## src/rtl/irq_coalesce_ctrl.sv

```systemverilog
module irq_coalesce_ctrl #(
  parameter int TICK_DIV = 1600
) (
  input  logic        clk,
  input  logic        rst_n,
  input  logic [31:0] evt_main,
  input  logic [31:0] evt_dma,
  input  logic        reg_wr,
  input  logic [1:0]  reg_addr,
  input  logic [31:0] reg_wdata,
  output logic [31:0] reg_rdata,
  output logic        irq
);
  localparam int PRE_W = (TICK_DIV > 1) ? $clog2(TICK_DIV) : 1;
  localparam logic [PRE_W-1:0] PRE_LAST = PRE_W'(TICK_DIV - 1);
  localparam logic [1:0] A_CFG = 2'd0, A_ST = 2'd1, A_EN = 2'd2, A_DMA = 2'd3;
  localparam int DMA_ERR = 31, DMA_HP = 30;
  localparam logic [31:0] DMA_RX  = 32'h4003_0000;
  localparam logic [31:0] DMA_TX  = 32'h0000_0003;
  localparam logic [31:0] DMA_IMP = 32'hC003_0003;
  localparam int SUM_RX = 31, SUM_ERR = 29, PER_BIT = 28, SUM_TX = 27;

  logic [31:0] st_q, en_q, dma_q, st_clr, dma_clr, st_set;
  logic [7:0]  coal_to, per_val, co_tick, per_tick;
  logic [PRE_W-1:0] co_pre, per_pre;
  logic co_act, co_done, hp_q, irq_q, pending, cfg_wr, per_on, per_wrap, per_fire;

  assign cfg_wr  = reg_wr && (reg_addr == A_CFG);
  assign st_clr  = (reg_wr && reg_addr == A_ST)  ? reg_wdata : 32'd0;
  assign dma_clr = (reg_wr && reg_addr == A_DMA) ? reg_wdata : 32'd0;
  assign pending = |(st_q & en_q);
  assign co_done = co_act && (co_tick >= coal_to);
  assign per_on   = per_val != 8'd0;
  assign per_wrap = per_pre == PRE_LAST;
  assign per_fire = per_on && per_wrap && (per_tick == per_val - 8'd1);
  assign irq = irq_q;

  always_comb begin
    st_set = evt_main;
    st_set[SUM_RX]  = st_set[SUM_RX]  | (|(evt_dma & DMA_RX));
    st_set[SUM_ERR] = st_set[SUM_ERR] | evt_dma[DMA_ERR];
    st_set[SUM_TX]  = st_set[SUM_TX]  | (|(evt_dma & DMA_TX));
    st_set[PER_BIT] = st_set[PER_BIT] | per_fire;
  end

  always_comb begin
    case (reg_addr)
      A_CFG:   reg_rdata = {16'd0, per_val, coal_to};
      A_ST:    reg_rdata = st_q;
      A_EN:    reg_rdata = en_q;
      default: reg_rdata = dma_q;
    endcase
  end

  always_ff @(posedge clk or negedge rst_n) begin
    if (!rst_n) begin
      st_q    <= '0;
      en_q    <= '0;
      dma_q   <= '0;
      coal_to <= 8'h40;
      per_val <= 8'h00;
    end else begin
      st_q  <= (st_q & ~st_clr) | st_set;
      dma_q <= (dma_q & ~dma_clr) | (evt_dma & DMA_IMP);
      if (reg_wr && reg_addr == A_EN) en_q <= reg_wdata;
      if (cfg_wr) begin
        coal_to <= reg_wdata[7:0];
        per_val <= reg_wdata[15:8];
      end
    end
  end

  always_ff @(posedge clk or negedge rst_n) begin
    if (!rst_n) begin
      co_act  <= 1'b0;
      co_pre  <= '0;
      co_tick <= '0;
    end else if (!pending) begin
      co_act  <= 1'b0;
      co_pre  <= '0;
      co_tick <= '0;
    end else if (!co_act) begin
      co_act  <= 1'b1;
      co_pre  <= '0;
      co_tick <= '0;
    end else if (co_pre == PRE_LAST) begin
      co_pre <= '0;
      if (co_tick != 8'hFF) co_tick <= co_tick + 8'd1;
    end else begin
      co_pre <= co_pre + 1'b1;
    end
  end

  always_ff @(posedge clk or negedge rst_n) begin
    if (!rst_n) begin
      hp_q  <= 1'b0;
      irq_q <= 1'b0;
    end else begin
      if (evt_dma[DMA_HP] && en_q[SUM_RX]) hp_q <= 1'b1;
      else if (!pending)                   hp_q <= 1'b0;
      irq_q <= pending && (coal_to == 8'd0 || co_done || hp_q);
    end
  end

  always_ff @(posedge clk or negedge rst_n) begin
    if (!rst_n) begin
      per_pre  <= '0;
      per_tick <= '0;
    end else if (cfg_wr || !per_on) begin
      per_pre  <= '0;
      per_tick <= '0;
    end else if (per_wrap) begin
      per_pre  <= '0;
      per_tick <= per_fire ? 8'd0 : per_tick + 8'd1;
    end else begin
      per_pre <= per_pre + 1'b1;
    end
  end


  w1c_only_chk: assert property (@(posedge clk) disable iff (!rst_n)
    1'b1 |=> (($past(st_q) & ~st_q & ~$past(st_clr)) == 32'd0));

  irq_needs_pending_chk: assert property (@(posedge clk) disable iff (!rst_n)
    irq_q |-> $past(pending));

  zero_timeout_chk: assert property (@(posedge clk) disable iff (!rst_n)
    (coal_to == 8'd0 && pending) |=> irq_q);

  err_summary_chk: assert property (@(posedge clk) disable iff (!rst_n)
    evt_dma[DMA_ERR] |=> st_q[SUM_ERR]);

  hp_bypass_chk: assert property (@(posedge clk) disable iff (!rst_n)
    (evt_dma[DMA_HP] && en_q[SUM_RX] && !(reg_wr && reg_addr == A_EN)) |=> ##1 irq_q);
endmodule

```

## config.mk

```make
export PLATFORM = sky130hd
export DESIGN_NAME = irq_coalesce_ctrl
export DESIGN_NICKNAME = d
export VERILOG_FILES = /design/src/rtl/irq_coalesce_ctrl.sv
export SDC_FILE = /design/constraint.sdc
export NUM_CORES = 1
export LEC_CHECK = 0
export ABC_CLOCK_PERIOD_IN_PS = 5360
export CORE_MARGIN = 2
export CORE_UTILIZATION = 30
export CTS_CLUSTER_DIAMETER = 50
export CTS_CLUSTER_SIZE = 16
export DETAILED_ROUTE_END_ITERATION = 10
export DONT_BUFFER_PORTS = 1
export GPL_TIMING_DRIVEN = 0
export SYNTH_ARGS = -nofsm -noshare
export SYNTH_HDL_FRONTEND = slang
export SYNTH_SLANG_ARGS = --single-unit
```

## constraint.sdc

```tcl
create_clock -name clk -period 5.36 [get_ports clk]
set_input_delay 0 -clock clk [delete_from_list [all_inputs] [get_ports clk]]
set_output_delay 0 -clock clk [all_outputs]
set_load 0.03 [all_outputs]
```

## Word level (Yosys, flattened, before mapping)

Index checks and enable logic that the tools add are counted.

| storage, ports and cells | value |
|---|---|
| input port bits | 101 |
| output and inout port bits | 33 |
| register bits | 153 |
| word-level logic and storage cells | 78 |

| operators by class | value |
|---|---|
| reductions and logical operators | 21 |
| equality and inequality tests | 10 |
| bitwise logic cells | 11 |
| $lt $le $gt $ge | 1 |
| mux-type cells | 18 |
| add/sub/neg operators | 5 |

Operators by type and width:

| operator | count |
|---|---|
| $and A32 B32 Y32 | 3 |
| $pmux W32 S3 | 1 |
| $mux W32 | 2 |
| $not A32 Y32 | 2 |
| $or A32 B32 Y32 | 2 |
| $mux W8 | 7 |
| $mux W11 | 5 |
| $reduce_or A32 Y1 | 1 |
| $add A11 B1 Y11 const B | 2 |
| $eq A11 B11 Y1 const B | 2 |
| $add A8 B1 Y8 const B | 2 |
| $logic_and A1 B1 Y1 | 9 |
| $eq A8 B8 Y1 | 1 |
| $ge A8 B8 Y1 | 1 |
| $logic_not A8 Y1 | 1 |
| $ne A8 B8 Y1 const B | 1 |
| $reduce_bool A8 Y1 | 1 |
| $sub A8 B1 Y8 const B | 1 |
| $ne A3 B2 Y1 const B | 2 |
| $eq A2 B2 Y1 const B | 2 |
| $or A1 B1 Y1 | 4 |
| $logic_or A1 B1 Y1 | 3 |
| $mux W1 | 3 |
| $reduce_or A3 Y1 | 1 |
| 7 further kinds | 7 |

## Depth between registers and ports, before layout

Gate-level depths: netlist of the first run.

| depth | value |
|---|---|
| word-level depth | 6 |
| mapped depth | 8 |
| depth with buffers taken out | 8 |

## Least setup slack after synthesis of the first run

Ideal clock, no wire load.

| timing path | value |
|---|---|
| path kind | flip-flop to flip-flop |
| start point | register per_pre[7] |
| end point | register per_tick[0] |
| data required time | 5.234 ns |
| path buffers | 1 |
| slack | 3.139 ns |
| library setup time | 0.126 ns |
| arrival | 2.094 ns |
| stages on the path, launching flop included | 8 |
| period minus slack after synthesis | 2.221 ns |
| path through | dfrtp_1 -> or4b_1 -> or4_1 -> buf_6 -> nor3_4 -> o2111ai_2 -> o21ai_4 -> o31ai_2 |

| between the ends | value |
|---|---|
| cells in the longest elaborated chain, start to end | 6 |
| elaborated cells between the ends (all ways) | 7 |
| classes of those cells | eq/ne: 1; mux: 3; reduce/logical: 3 |

RTL lines:

| what | RTL line | source |
|---|---|---|
| start, declared | 25 | `logic [PRE_W-1:0] co_pre, per_pre;` |
| start signal, assigned | 116 | `per_pre <= per_pre + 1'b1;` |
| $eq A11 B11 Y1 * | 34 | `assign per_wrap = per_pre == PRE_LAST;` |
| $logic_and A1 B1 Y1 (2 in series) | 35 | `assign per_fire = per_on && per_wrap && (per_tick == per_val - 8'd1);` |
| $mux W8 | 114 | `per_tick <= per_fire ? 8'd0 : per_tick + 8'd1;` |
| $mux W8 | 112 | `end else if (per_wrap) begin` |
| $mux W8 | 109 | `end else if (cfg_wr \|\| !per_on) begin` |
| end signal, assigned | 114 |  |
| end, declared | 24 | `logic [7:0] coal_to, per_val, co_tick, per_tick;` |

Mark *: on every way between the ends. The rest lies on a longest branch, timed or not. The select of a mux whose other input is x is not followed.
A chain may end at the register's enable or synchronous reset.

## Worst setup path after layout of the first run

| timing path | value |
|---|---|
| start point | register per_pre[7] |
| end point | register st_q[28] |

| between the ends | value |
|---|---|
| cells in the longest elaborated chain, start to end | 5 |

RTL lines:

| what | RTL line | source |
|---|---|---|
| $eq A11 B11 Y1 | 34 |  |
| $logic_and A1 B1 Y1 (2 in series) | 35 |  |
| $or A1 B1 Y1 | 43 | `st_set[PER_BIT] = st_set[PER_BIT] \| per_fire;` |
| $or A32 B32 Y32 | 63 | `st_q <= (st_q & ~st_clr) \| st_set;` |
| end signal, assigned | 63 |  |
| end, declared | 23 | `logic [31:0] st_q, en_q, dma_q, st_clr, dma_clr, st_set;` |

No other way between the ends.

==> flow_summary.json, run 1 <==
{
  "worstReg2RegEnd": "st_q[28]",
  "synthFlopType": "dfrtp_1",
  "cp.arrival_ps": 3370,
  "io_buffers": 0,
  "r2r_slack_ps": 2370,
  "path_buf_inv": 2,
  "insertion_delay_ps": 440,
  "finalSetupViolCount": 0,
  "grt-ovfl-total": 0,
  "critPathTopFamily": "simple AND/OR/NAND/NOR gates",
  "relSlewSlack": 0.3559,
  "layout_commonest_cell": "dfrtp_1",
  "cts_buffers": 17,
  "synth_area_per_cell_sq_um": 11.62,
  "ys_ff_latch": 153,
  "regToRegStartpoint": "per_pre[7]",
  "synth_cell_types": 49,
  "hold_viol_final": 0,
  "final_cells": 1091,
  "crit_fanout": 7,
  "required_ps": 5730,
  "die-width_um": 159.9,
  "rsz0062_at_grt": "false",
  "setup_tns_ps": 0,
  "worstSetupPathType": "reg2reg",
  "clock-sinks": 153,
  "worst_pin_slew_ps": 966.2,
  "status": "finished, final reports clean",
  "antenna_found_initial": 0,
  "syn-num-nets": 741,
  "dr.pass1.iters": 4,
  "start_util": 0.3023,
  "hold_end": "en_q[0]",
  "drt_iter0_drc": 363,
  "clockBufferDepth": 2,
  "hp-start": "reg_wr",
  "end_kind": "register",
  "netlist_area_sq_um": 7287,
  "synthCells": 627,
  "slowest_stage": "or4b_1",
  "worstRegToRegCells": 8,
  "rows": 57,
  "htree_levels": 4,
  "min_period_over_period": 0.5587,
  "power.density_nw_per_um2": 330.2,
  "grt_max_degree": 154,
  "clockRootBuffer": "clkbuf_16",
  "dp_hpwl_um": 14140,
  "drv_slew": 0,
  "drc": 0,
  "critPathLaunchType": "register",
  "layout_common_cells": "152 x dfrtp_1, 107 x dlygate4sd3_1, 66 x nand2_1",
  "gp_congestion": 0.7861,
  "grt_pass1_wl_um": 33300,
  "io_pins": 134,
  "hold_path.class": "in2reg",
  "worstHoldPathCells": 2,
  "clk_pin_slew_ps": 70,
  "ys_warn_count": 0,
  "post-route-min-period_ps": 2995,
  "drive_gt1_frac": 0.1421,
  "synthArstFlopShare": 1.000,
  "drt-total-wl_um": 20890,
  "die_y_um": 159.9,
  "crit_chain": "or4b_1, or4_1, buf_6, nor3_4, o2111ai_2, nor2_1, a211o_1, dlygate4sd3_1",
  "die_area_sq_um": 25550,
  "viasPerCell": 4.937,
  "grt_pass1_vias": 5678,
  "max_cap_violations": 0,
  "cts_resized": 0,
  "max-vdd-ir-drop_mv": 0.1971,
  "p_leak_nw": 3.740,
  "grt_usage": 0.1700,
  "fin_nets": 868,
  "cpPeakStageDelay_ps": 550,
  "syn_to_final_growth_pct": 28.26,
  "via_count": 5386,
  "core-area_sq_um": 24110,
  "crit_start": "per_pre[7]",
  "synth-edff-count": 0,
  "diodes": 0,
  "ant_nets": 0,
  "fmax_ghz": 0.3339,
  "fin_skew_ps": 14.87,
  "place_inst": 951,
  "synth-seq-area-share": 0.5256,
  "cts_tree": "built",
  "wl_per_cell_um": 19.14
}
layer usage:
layer	wire (um)	GRT usage	up-vias
met2	9672	0.2664	132
met3	1537	0.05299	17
met1	9429	0.2276	2722
met4	246	0.04914	0
li1	-	-	2515
met5	0	0	-
worst register-to-register path: stages, from the launching register on:
cell	delay [ps]
dfrtp_1	450
or4b_1	550
or4_1	440
buf_6	160
nor3_4	180
o2111ai_2	150
nor2_1	310
a211o_1	150
dlygate4sd3_1	530
how the worst max path moves through the flow:
stage                   to  slack [ps]  cells past startpoint
6_report          st_q[28]        2370                      8
5_1_grt           st_q[28]        2240                      8
4_1_cts           st_q[28]        2360                      8
3_5_place_dp   per_tick[1]        2880                      7
3_3_place_gp   per_tick[1]        2880                      7
2_1_floorplan  per_tick[0]        3140                      7
through the flow:
step / utilization / cell area (sq um) / setup slack (ps) / hold WS [ps] / power, W
6_report: 0.3877 / 9346 / 2365 / 11.77 / 0.003087
5_1_grt: 0.3877 / 9346 / 2237 / 39.45 / 0.003227
4_1_cts: 0.3877 / 9346 / 2360 / 8.097 / 0.003107
3_5_place_dp: 0.3191 / 7692 / 2879 / -286.7 / 0.001858
3_3_place_gp: 0.3191 / 7692 / 2880 / -286.9 / 0.001845
2_1_floorplan: - / 7287 / 3139 / -295.6 / 0.001745
registers in the layout, indices dropped and copies added (netlist names):
| name | count |
|---|---|
| per_tick | 8 |
| en_q | 32 |
| per_val | 8 |
| st_q | 32 |
| coal_to | 8 |
| irq | 1 |
| hp_q | 1 |
| co_pre | 11 |
| per_pre | 11 |
| co_act | 1 |
| dma_q | 32 |
| co_tick | 8 |
power by group:
group / leakage (nW) / internal, W / switching, W
combinational: 1.66 / 0.000250 / 0.000289
clock: 0.264 / 0.000611 / 0.000546
sequential: 1.82 / 0.00128 / 0.000115
area by class of cell:
type / instances / area (sq um)
multi-input cells: 435 / 3303
well taps: 324 / 405.4
repair buffers: 108 / 1099
plain buffers: 25 / 101.3
fillers: 2410 / 14760
flip-flops and latches: 153 / 3830
clock buffers: 18 / 429.2
inverters: 14 / 52.55
clock inverters: 14 / 126.4
kinds of logic (layout without fill, tap and decap cells):
family          count (synthesis)  count (layout)  synth area share
compound gates                130             130            0.1332
xor+xnor                       37              37           0.04447
fa+ha+maj                      13              13           0.02232
buf+inv                        39             179           0.02112
flops                         153             153            0.5256
mux                            71              71            0.1343
simple gates                  184             184            0.1190
timing repair:
item	4_1_cts	5_1_grt
setup buffers	0	0
hold buffers	108	0
endpoints found under the setup margin	0	0
endpoints found under the hold margin	266	0
Yosys cell counts, types with 2 or more instances:
| master | number | area, sq um |
|---|---|---|
| a211o_1 | 2 | 17.52 |
| a21boi_0 | 26 | 195.2 |
| a21o_1 | 35 | 262.8 |
| a21oi_1 | 2 | 10.01 |
| a22o_1 | 17 | 148.9 |
| a22oi_1 | 16 | 120.1 |
| a31oi_1 | 5 | 31.28 |
| and2_1 | 2 | 12.51 |
| and3_1 | 12 | 75.07 |
| and3b_1 | 2 | 17.52 |
| buf_1 | 5 | 18.77 |
| clkbuf_1 | 19 | 71.32 |
| dfrtp_1 | 152 | 3804 |
| ha_1 | 13 | 162.7 |
| inv_1 | 14 | 52.55 |
| mux2_2 | 54 | 608.1 |
| mux4_2 | 16 | 360.4 |
| nand2_1 | 66 | 247.7 |
| nand2b_1 | 2 | 12.51 |
| nand3_1 | 15 | 75.07 |
| nand3b_1 | 2 | 15.01 |
| nand4_1 | 9 | 56.30 |
| nor2_1 | 49 | 183.9 |
| nor2b_1 | 5 | 31.28 |
| nor3_1 | 5 | 25.02 |
| nor4_1 | 5 | 31.28 |
| o21a_1 | 2 | 15.01 |
| o21ai_0 | 17 | 85.08 |
| or3_1 | 3 | 18.77 |
| xnor2_1 | 20 | 175.2 |
| xor2_1 | 17 | 148.9 |
No activity file was read; power rests on OpenSTA's default activity.
==> run 2: changes to the inputs <==
--- a/config.mk
+++ b/config.mk
@@ -5,7 +5,7 @@
 export SDC_FILE = /design/constraint.sdc
 export NUM_CORES = 1
 export LEC_CHECK = 0
-export ABC_CLOCK_PERIOD_IN_PS = 5360
+export ABC_CLOCK_PERIOD_IN_PS = 2540
 export CORE_MARGIN = 2
 export CORE_UTILIZATION = 30
 export CTS_CLUSTER_DIAMETER = 50
==> constraint.sdc (replaced) <==
create_clock -name clk -period 2.54 [get_ports clk]
set_input_delay 0 -clock clk [delete_from_list [all_inputs] [get_ports clk]]
set_output_delay 0 -clock clk [all_outputs]
set_load 0.03 [all_outputs]
==> run 2 against run 1 <==
The run now ends with negative hold slack left. Final cell count down 0.27%. Highest routed layer unchanged. Critical path type unchanged. Design area fell by 0.41%. Largest power group unchanged. Global-route usage about the same. Critical endpoint is now per_tick[3]. Clock power is 110% higher. Sequential power up 110%. Clock skew grew 3.5 ps.
==> flow_summary.json, run 2 (synthesis results as in run 1) <==
{
  "viasPerCell": 4.959,
  "core-area_sq_um": 24110,
  "worstSetupPathType": "reg2reg",
  "grt-ovfl-total": 0,
  "htree_levels": 4,
  "rows": 57,
  "swShare": 0.3037,
  "post-route-min-period_ps": 2432,
  "drc": 0,
  "finalSetupViolCount": 0,
  "drv_slew": 0,
  "final_cells": 1088,
  "power.density_nw_per_um2": 694.7,
  "worstRegToRegCells": 7,
  "fmax_ghz": 0.4112,
  "end_kind": "register",
  "layout_common_cells": "152 x dfrtp_1, 105 x dlygate4sd3_1, 66 x nand2_1",
  "clock-sinks": 153,
  "layout_commonest_cell": "dfrtp_1",
  "required_ps": 2850,
  "hold_path.class": "in2async",
  "drt-total-wl_um": 20800,
  "regToRegStartpoint": "per_pre[7]",
  "p_comb_frac": 0.168,
  "fin_nets": 865,
  "crit_fanout": 7,
  "clockBufferDepth": 2,
  "max_cap_violations": 0,
  "wl_per_cell_um": 19.12,
  "max-vdd-ir-drop_mv": 0.4258,
  "clk_pin_slew_ps": 70,
  "worstReg2RegEnd": "per_tick[3]",
  "fin_skew_ps": 18.33,
  "r2r_slack_ps": 110,
  "insertion_delay_ps": 440,
  "internal-power_w": 0.004502,
  "violations": "negative hold slack",
  "p_switching_w": 0.001963,
  "holdWs_ps": -742.8,
  "io_pins": 134,
  "min_period_over_period": 0.9573,
  "reg_top3": "dma_q x32, en_q x32, st_q x32",
  "clkPwrFrac": 0.378,
  "start_util": 0.3023,
  "io_buffers": 0,
  "die_y_um": 159.9,
  "grt_pass1_wl_um": 33260,
  "ff_latch_area_sq_um": 3830,
  "fin_util": 0.3861,
  "die_area_sq_um": 25550,
  "seqPwrFrac": 0.454,
  "critPathLaunchType": "register",
  "grt_max_degree": 154,
  "cts-hold-fix-buffers": 105,
  "hold_viol_final": 153,
  "cts_buffers": 17,
  "diodes": 0,
  "worst_pin_slew_ps": 948.9,
  "gp_congestion": 0.7861,
  "fillCellCount": 2413,
  "clockRootBuffer": "clkbuf_16",
  "post_cts_buffers": 0,
  "drt_iter0_drc": 393,
  "antenna_found_initial": 0,
  "cts_tree": "built",
  "syn_to_final_growth_pct": 27.73,
  "cp.arrival_ps": 2740,
  "rsz0062_at_grt": "false",
  "place_inst": 951,
  "dp_hpwl_um": 14140,
  "dr.pass1.iters": 4,
  "grt_usage": 0.1696,
  "setup_tns_ps": 0,
  "drive_gt1_frac": 0.1440,
  "status": "finished, violations left",
  "p_leak_nw": 3.721,
  "ant_nets": 0,
  "via_count": 5395,
  "die-width_um": 159.9,
  "relSlewSlack": 0.3674,
  "multi_input_area_sq_um": 3312,
  "grt_pass1_vias": 5683
}
run 2: how the worst max path moves through the flow:
stage	from	to	slack (ps)
after detailed placement	per_pre[7]	per_tick[1]	60
after global placement	per_pre[7]	per_tick[1]	60
after floorplan	per_pre[7]	per_tick[0]	320
final	per_pre[7]	per_tick[3]	110
after global routing	per_pre[7]	per_tick[3]	9
after CTS	per_pre[7]	per_tick[1]	30
run 2: per-stage QoR:
| step | hold slack [ps] | power, W | setup slack, ps | area (sq um) |
|---|---|---|---|---|
| after floorplan | -295.6 | 0.003682 | 319.3 | 7287 |
| after global placement | -286.9 | 0.003894 | 60.13 | 7692 |
| after detailed placement | -286.7 | 0.003921 | 58.64 | 7692 |
| after CTS | -755.8 | 0.006500 | 30.64 | 9299 |
| after global routing | -764.8 | 0.006747 | 9.200 | 9308 |
| final | -742.8 | 0.006466 | 108.4 | 9308 |
run 2: power by group through the flow:
stage / clock [W] / sequential (W) / combinational (W)
detailed placement: 0 / 0.00297 / 0.000950
global route: 0.00258 / 0.00297 / 0.00119
CTS: 0.00247 / 0.00293 / 0.00109
finish: 0.00244 / 0.00294 / 0.00109
global placement: 0 / 0.00297 / 0.000929
floorplan: 0 / 0.00290 / 0.000785
run 2: layer usage:
layer  track usage  vias to the layer above  part of all wire
li1              -                     2508                 -
met1        0.2259                     2748              0.45
met2        0.2666                      124              0.47
met3       0.05351                       15             0.062
met4       0.04914                        0             0.012
met5             0                        -                 0
run 2: final cells by class:
cell class	instances	share of cell area
buffer	25	0.01089
clock buffer	18	0.04611
sequential	153	0.4115
timing repair buffer	105	0.1129
tap	324	0.04355
inverter	14	0.005646
multi-input combinational	435	0.3558
clock inverter	14	0.01358
run 2: worst max-delay path, stage by stage, from the launching register on:
cell and delay (ps):
dfrtp_1 440, or4b_1 550, or4_1 440, buf_6 160, nor3_4 180, o2111ai_2 160
o21ai_4 270, nor2_1 90
run 2: what timing repair did:
action,4_1_cts,5_1_grt
resized for setup,0,2
hold endpoints to repair,266,153
endpoints found under the setup margin,0,4
